==> config.mk <==
export PLATFORM = sky130hd
export DESIGN_NAME = pipe_flush_ctrl
export DESIGN_NICKNAME = d
export VERILOG_FILES = /design/src/rtl/pipe_flush_ctrl.sv
export SDC_FILE = /design/constraint.sdc
export NUM_CORES = 1
export LEC_CHECK = 0
export BUFFER_PORTS_ARGS = -buffer_cell sky130_fd_sc_hd__clkbuf_2
export CAP_MARGIN = 20
export CELL_PAD_IN_SITES_DETAIL_PLACEMENT = 1
export CELL_PAD_IN_SITES_GLOBAL_PLACEMENT = 2
export CORE_MARGIN = 1
export CORE_UTILIZATION = 36
export DETAILED_ROUTE_END_ITERATION = 12
export PLACE_DENSITY = 0.84
export SETUP_SLACK_MARGIN = 0.05
export SKIP_LAST_GASP = 1
export SLEW_MARGIN = 20
export SYNTH_ARGS = -nofsm -noshare
export SYNTH_HDL_FRONTEND = slang
export SYNTH_SLANG_ARGS = --single-unit
==> constraint.sdc <==
create_clock -name clk -period 3.4 [get_ports clk]
set_input_delay 0.34 -clock clk [delete_from_list [all_inputs] [get_ports clk]]
set_output_delay 0.34 -clock clk [all_outputs]
set_load 0.02 [all_outputs]
==> src/rtl/pipe_flush_ctrl.sv <==
`timescale 1ns/1ps
module pipe_flush_ctrl #(
  parameter int NS  = 5,
  parameter int PCW = 32
)(
  input  logic                  clk,
  input  logic                  rst_n,
  input  logic [NS-1:0]         stage_valid_i,
  input  logic [NS-2:0]         stage_err_i,
  input  logic [NS*PCW-1:0]     stage_pc_i,
  output logic [NS-2:0]         bubble_o,
  output logic [NS-2:0]         flush_o,
  output logic                  redirect_o,
  output logic [$clog2(NS)-1:0] redirect_stage_o,
  output logic [PCW-1:0]        redirect_pc_o
);
  localparam int IDW = $clog2(NS);

  logic [NS-1:1]  tok_v;
  logic [PCW-1:0] tok_pc [NS-1:1];
  logic [IDW-1:0] tok_id [NS-1:1];

  logic [NS-1:1]  sh_v;
  logic [PCW-1:0] sh_pc [NS-1:1];
  logic [IDW-1:0] sh_id [NS-1:1];

  logic           pick_v;
  logic [IDW-1:0] pick;

  assign bubble_o = stage_err_i & stage_valid_i[NS-2:0];

  always_comb begin
    pick_v = 1'b0;
    pick   = '0;
    for (int k = 0; k < NS-1; k++) begin
      if (bubble_o[k]) begin
        pick_v = 1'b1;
        pick   = IDW'(k);
      end
    end
  end

  for (genvar k = 1; k < NS; k++) begin : g_link
    if (k == 1) begin : g_head
      assign sh_v[k]  = 1'b0;
      assign sh_pc[k] = '0;
      assign sh_id[k] = '0;
    end else begin : g_body
      assign sh_v[k]  = tok_v[k-1];
      assign sh_pc[k] = tok_pc[k-1];
      assign sh_id[k] = tok_id[k-1];
    end
  end

  always_ff @(posedge clk or negedge rst_n) begin
    if (!rst_n) begin
      tok_v <= '0;
    end else begin
      for (int k = 1; k < NS; k++) begin
        if (redirect_o) begin
          tok_v[k] <= 1'b0;
        end else if (pick_v && pick == IDW'(k-1)) begin
          tok_v[k]  <= 1'b1;
          tok_pc[k] <= stage_pc_i[(k-1)*PCW +: PCW];
          tok_id[k] <= pick;
        end else begin
          tok_v[k]  <= sh_v[k];
          tok_pc[k] <= sh_pc[k];
          tok_id[k] <= sh_id[k];
        end
      end
    end
  end

  assign redirect_o       = tok_v[NS-1];
  assign redirect_pc_o    = tok_pc[NS-1];
  assign redirect_stage_o = tok_id[NS-1];
  assign flush_o          = {(NS-1){redirect_o}};
endmodule


-- Word-level counts from Yosys, hierarchy flattened
Memory sizes are Yosys's and may differ from the RTL's.
Cells that the tools add are included.
Widths: inputs -> output; s select.
- equal/unequal tests: 3
- muxes and demuxes: 45
- bitwise gates (word level): 9
- reduce and logical (&&, ||, !) cells: 13
- operator list (cell ; count):
    $mux 32 ; 4
    $mux 1 ; 35
    $mux 3 ; 6
    $logic_and 1x1->1 ; 12
    $or 1x1->1 ; 8
    $eq 3x2->1 const B ; 2
    $and 4x4->4 ; 1
    $eq 3x1->1 const B ; 1
    $logic_not 3->1 ; 1
- flip-flop bits (word level): 4
- memory bits (writable): 140
- input port bits: 171
- output and inout bits: 44
- logic and storage cells: 73
- memories: 2
- memories (memory ; depth ; width ; rd ports ; clocked after Yosys merged registers in ; wr ports ; line ; source):
    tok_pc ; 4 ; 32 ; 4 ; 0 ; 4 ; 20 ; logic [PCW-1:0] tok_pc [NS-1:1];
    tok_id ; 4 ; 3 ; 4 ; 0 ; 4 ; 21 ; logic [IDW-1:0] tok_id [NS-1:1];

-- Longest topological paths before layout
- depth in word-level cells: 11
- depth in mapped cells: 5
- depth with buffers taken out: 4

-- Worst setup path before layout
OpenSTA, ideal clock, no wires.
- path kind: register to register
- from: reg tok_v[4] (netlist name)
- to: reg tok_pc[0][111] (netlist name)
- library setup time: 0.262 ns
- data arrival time: 2.123 ns
- data required time: 3.138 ns
- slack: 1.015 ns
- cell stages (with the launch flop): 6
- buffers on the path: 1
- period minus slack after synthesis: 2.385 ns
- cell sequence: dfrtp_1 > nand2b_4 > inv_6 > o21ai_4 > buf_6 > mux2_1
- RTL lines (what ; line ; source):
    start, declared ; 19 ; logic [NS-1:1] tok_v;
    start signal, assigned by index ; 67 ; tok_v[k] <= sh_v[k];

==> impl_metrics.toml <==
[timing]
tightest_slew_ns = 0.898
timing.fmax_mhz = 454
worst_clock_skew_ns = 0.00801
setup_viol = 0
rsz0062_at_grt = "no"
hold_ws_ns = 0.218
fin_crit_ns = 2.20
final.period_utilization_pct = 64.8
tns_ns = 0
maxSlewViolCount = 0
hold_viol = 0
relSlewSlack_pct = 40.1

[synthesis]
synth_compound_area_share_pct = 1.96
muxShareOfSynthArea_pct = 18.4
synthXorXnorAreaFrac_pct = 0
ys_seq_area_share_pct = 71.4
synth_ff_type = "edfxtp_1"
synth-simple-area-share_pct = 5.12
async_flop_share_pct = 2.86
syn-mean-instance-area_um2 = 18.1
yosys_warnings = 0
synth_cell_type_count = 28
syn_area_um2 = 5860
synth_top_family_by_area = "multiplexers"
synth_edf_count = 136
synth-seq-cells = 140
syn-num-nets = 494
synthAdderAreaFrac_pct = 0
synth_cells = 323

[critical_path]
cp.arrival_ns = 2.35
rrSetupSlack_ns = 1.25
startpoint = "rst_n"
path_class = "in2reg"
crit-reg2reg-launch = "tok_v[4]"
cp_max_fo = 23
critical_path_required_ns = 3.55
worst-path-stages = 6
r2r_cells = 4
slowest_delay_ns = 0.52
cp_top_family = "buffers and inverters"
worst_setup_path_end_kind = "flop"
critical_path.slowest_cell = "dlygate4sd3_1"
path_buf_inv = 3
r2r-end = "tok_pc[0][75]"
crit_path_start_kind = "input port"
worstSetupEndpoint = "tok_pc[0][75]"
crit_path_cell_trace = "dlygate4sd3_1 -> clkbuf_2 -> nand2b_4 -> a31oi_4 -> buf_4 -> mux2_2"

[cells_and_area]
final_cells = 737
nNetsFinal = 680
drive_gt1_share_pct = 59.3
finalInstanceArea_um2 = 7590
diodes = 0
area_growth_syn_to_layout_pct = 29.5

[global_routing]
grt_pass1_wl_mm = 18.1
grt_max_degree = 101
antenna_found_initial = 0
track_usage_pct = 14.6
grt_pass1_vias = 3576
overflow = 0

[floorplan]
ios = 215
std_cell_rows = 46
dieHeight_um = 130
fp.dieW_um = 130
dieArea_um2 = 16800
coreArea_um2 = 15900
initial_utilization_pct = 36.9

[clocking]
clk_pin_slew_ns = 0.06
clock_path_buffers = 2
cts_tree = "yes"
post_cts_resized = 0
clock_latency_ns = 0.41
root_buffer = "clkbuf_16"
cts.sinks = 140
cts_max_level = 4
cts_made_buffers = 17

[power_and_ir_drop]
p_per_area_nw_per_um2 = 631
leakagePower_nw = 3.02
ir_worst_vdd_mv = 0.346

[placed_design]
dp.cells = 704
dpl_cell_area_um2 = 6920
dpl.hpwl_mm = 8.58
io_buffer_count = 180
routabilityCongestion = 0.689

[min_path]
min_from = "stage_pc_i[22]"
hp-class = "in2reg"

[detailed_routing]
antenna_left = 0
routed_wl_mm = 12.0
vias = 3308
drt_iter0_markers = 190
firstDrtPassIters = 4
wl_per_cell_um = 16.3
drc = 0
via_per_inst = 4.49

[job]
max_cap_viol_count = 0

[status]
outcome = "completed"
==> worst reg2reg max path, cell delays in order, from the launching register on <==
cell	delay, ns
dfrtp_1	0.47
nand2b_4	0.24
a31oi_4	0.38
buf_4	0.40
mux2_2	0.40
==> cells by family after synthesis <==
group	after synthesis
DFF	140
muxes	96
and+or+nand+nor	50
buffers and inverters	22
AOI/OAI and AO/OA	14
other	1
==> per-stage QoR <==
stage,setup WS [ns],power [mW],utilization [%]
global route,1.06,4.96,47.8
floorplan,1.01,2.65,-
detailed placement,1.10,2.85,43.6
finish,1.20,4.79,47.8
global placement,1.16,2.82,43.6
CTS,1.13,4.84,47.6
==> metal layers <==
metal  vias to the layer above  routed length (µm)  track usage (%)
li1                       1589                   -                -
met1                      1580                4620             15.7
met2                       117                6330             25.9
met3                        22                 712             4.42
met4                         0                 345             8.00
met5                         -                   0                0
==> area by class of cell <==
class,count,area (µm²)
fill,1645,8300
sequential,140,4180
multi-input combinational,161,1520
timing repair buffer,184,966
clock buffer,19,433
tap,216,270
clock inverter,12,196
inverter,5,23.8
==> how the worst min path moves through the flow <==
stage                          endpoint  slack, ns  cells past startpoint
final                     tok_pc[0][54]       0.22                      2
after global placement         tok_v[3]       0.17                      1
after CTS                 tok_pc[0][34]       0.20                      2
after floorplan                tok_v[1]       0.04                      0
after global routing      tok_pc[0][67]       0.22                      2
after detailed placement       tok_v[3]       0.17                      1
==> placed cells by master (no fill, tap or decap), types with 3 or more instances in the layout <==
cell type | Yosys | layout
clkbuf_2 | 0 | 180
edfxtp_1 | 136 | 136
mux2_2 | 89 | 89
nor2b_1 | 32 | 32
clkbuf_16 | 0 | 17
mux2_1 | 7 | 7
nor2_1 | 6 | 6
nand2_1 | 5 | 5
bufinv_16 | 0 | 5
dfrtp_1 | 4 | 4
inv_1 | 3 | 3
a21oi_1 | 3 | 3
==> report_power, final <==
part	switching, mW	leakage (nW)	internal, mW
combinational	0.329	1.36	0.275
clock	0.685	0.300	1.29
sequential	0.0504	1.36	2.15
==> what timing repair did <==
item,CTS,global route
endpoints found under the hold margin,4,0
buffers inserted,0,0
hold buffers,1,0
==> cell usage after synthesis, types with 3 or more instances <==
cell / count / area share, %
dfrtp_1: 4 / 1.7
nor2b_1: 32 / 3.4
mux2_2: 89 / 17
a21oi_1: 3 / 0.26
buf_4: 5 / 0.64
buf_2: 3 / 0.26
mux2_1: 7 / 1.3
buf_6: 9 / 1.7
inv_1: 3 / 0.19
nor2_1: 6 / 0.38
edfxtp_1: 136 / 70
nand2_1: 5 / 0.32
==> sequential cells by signal, summed over array words and instances (netlist names) <==
| name | count |
|---|---|
| tok_v | 4 |
| tok_pc | 128 |
| tok_id | 8 |
(Power assumes the default switching activity.)
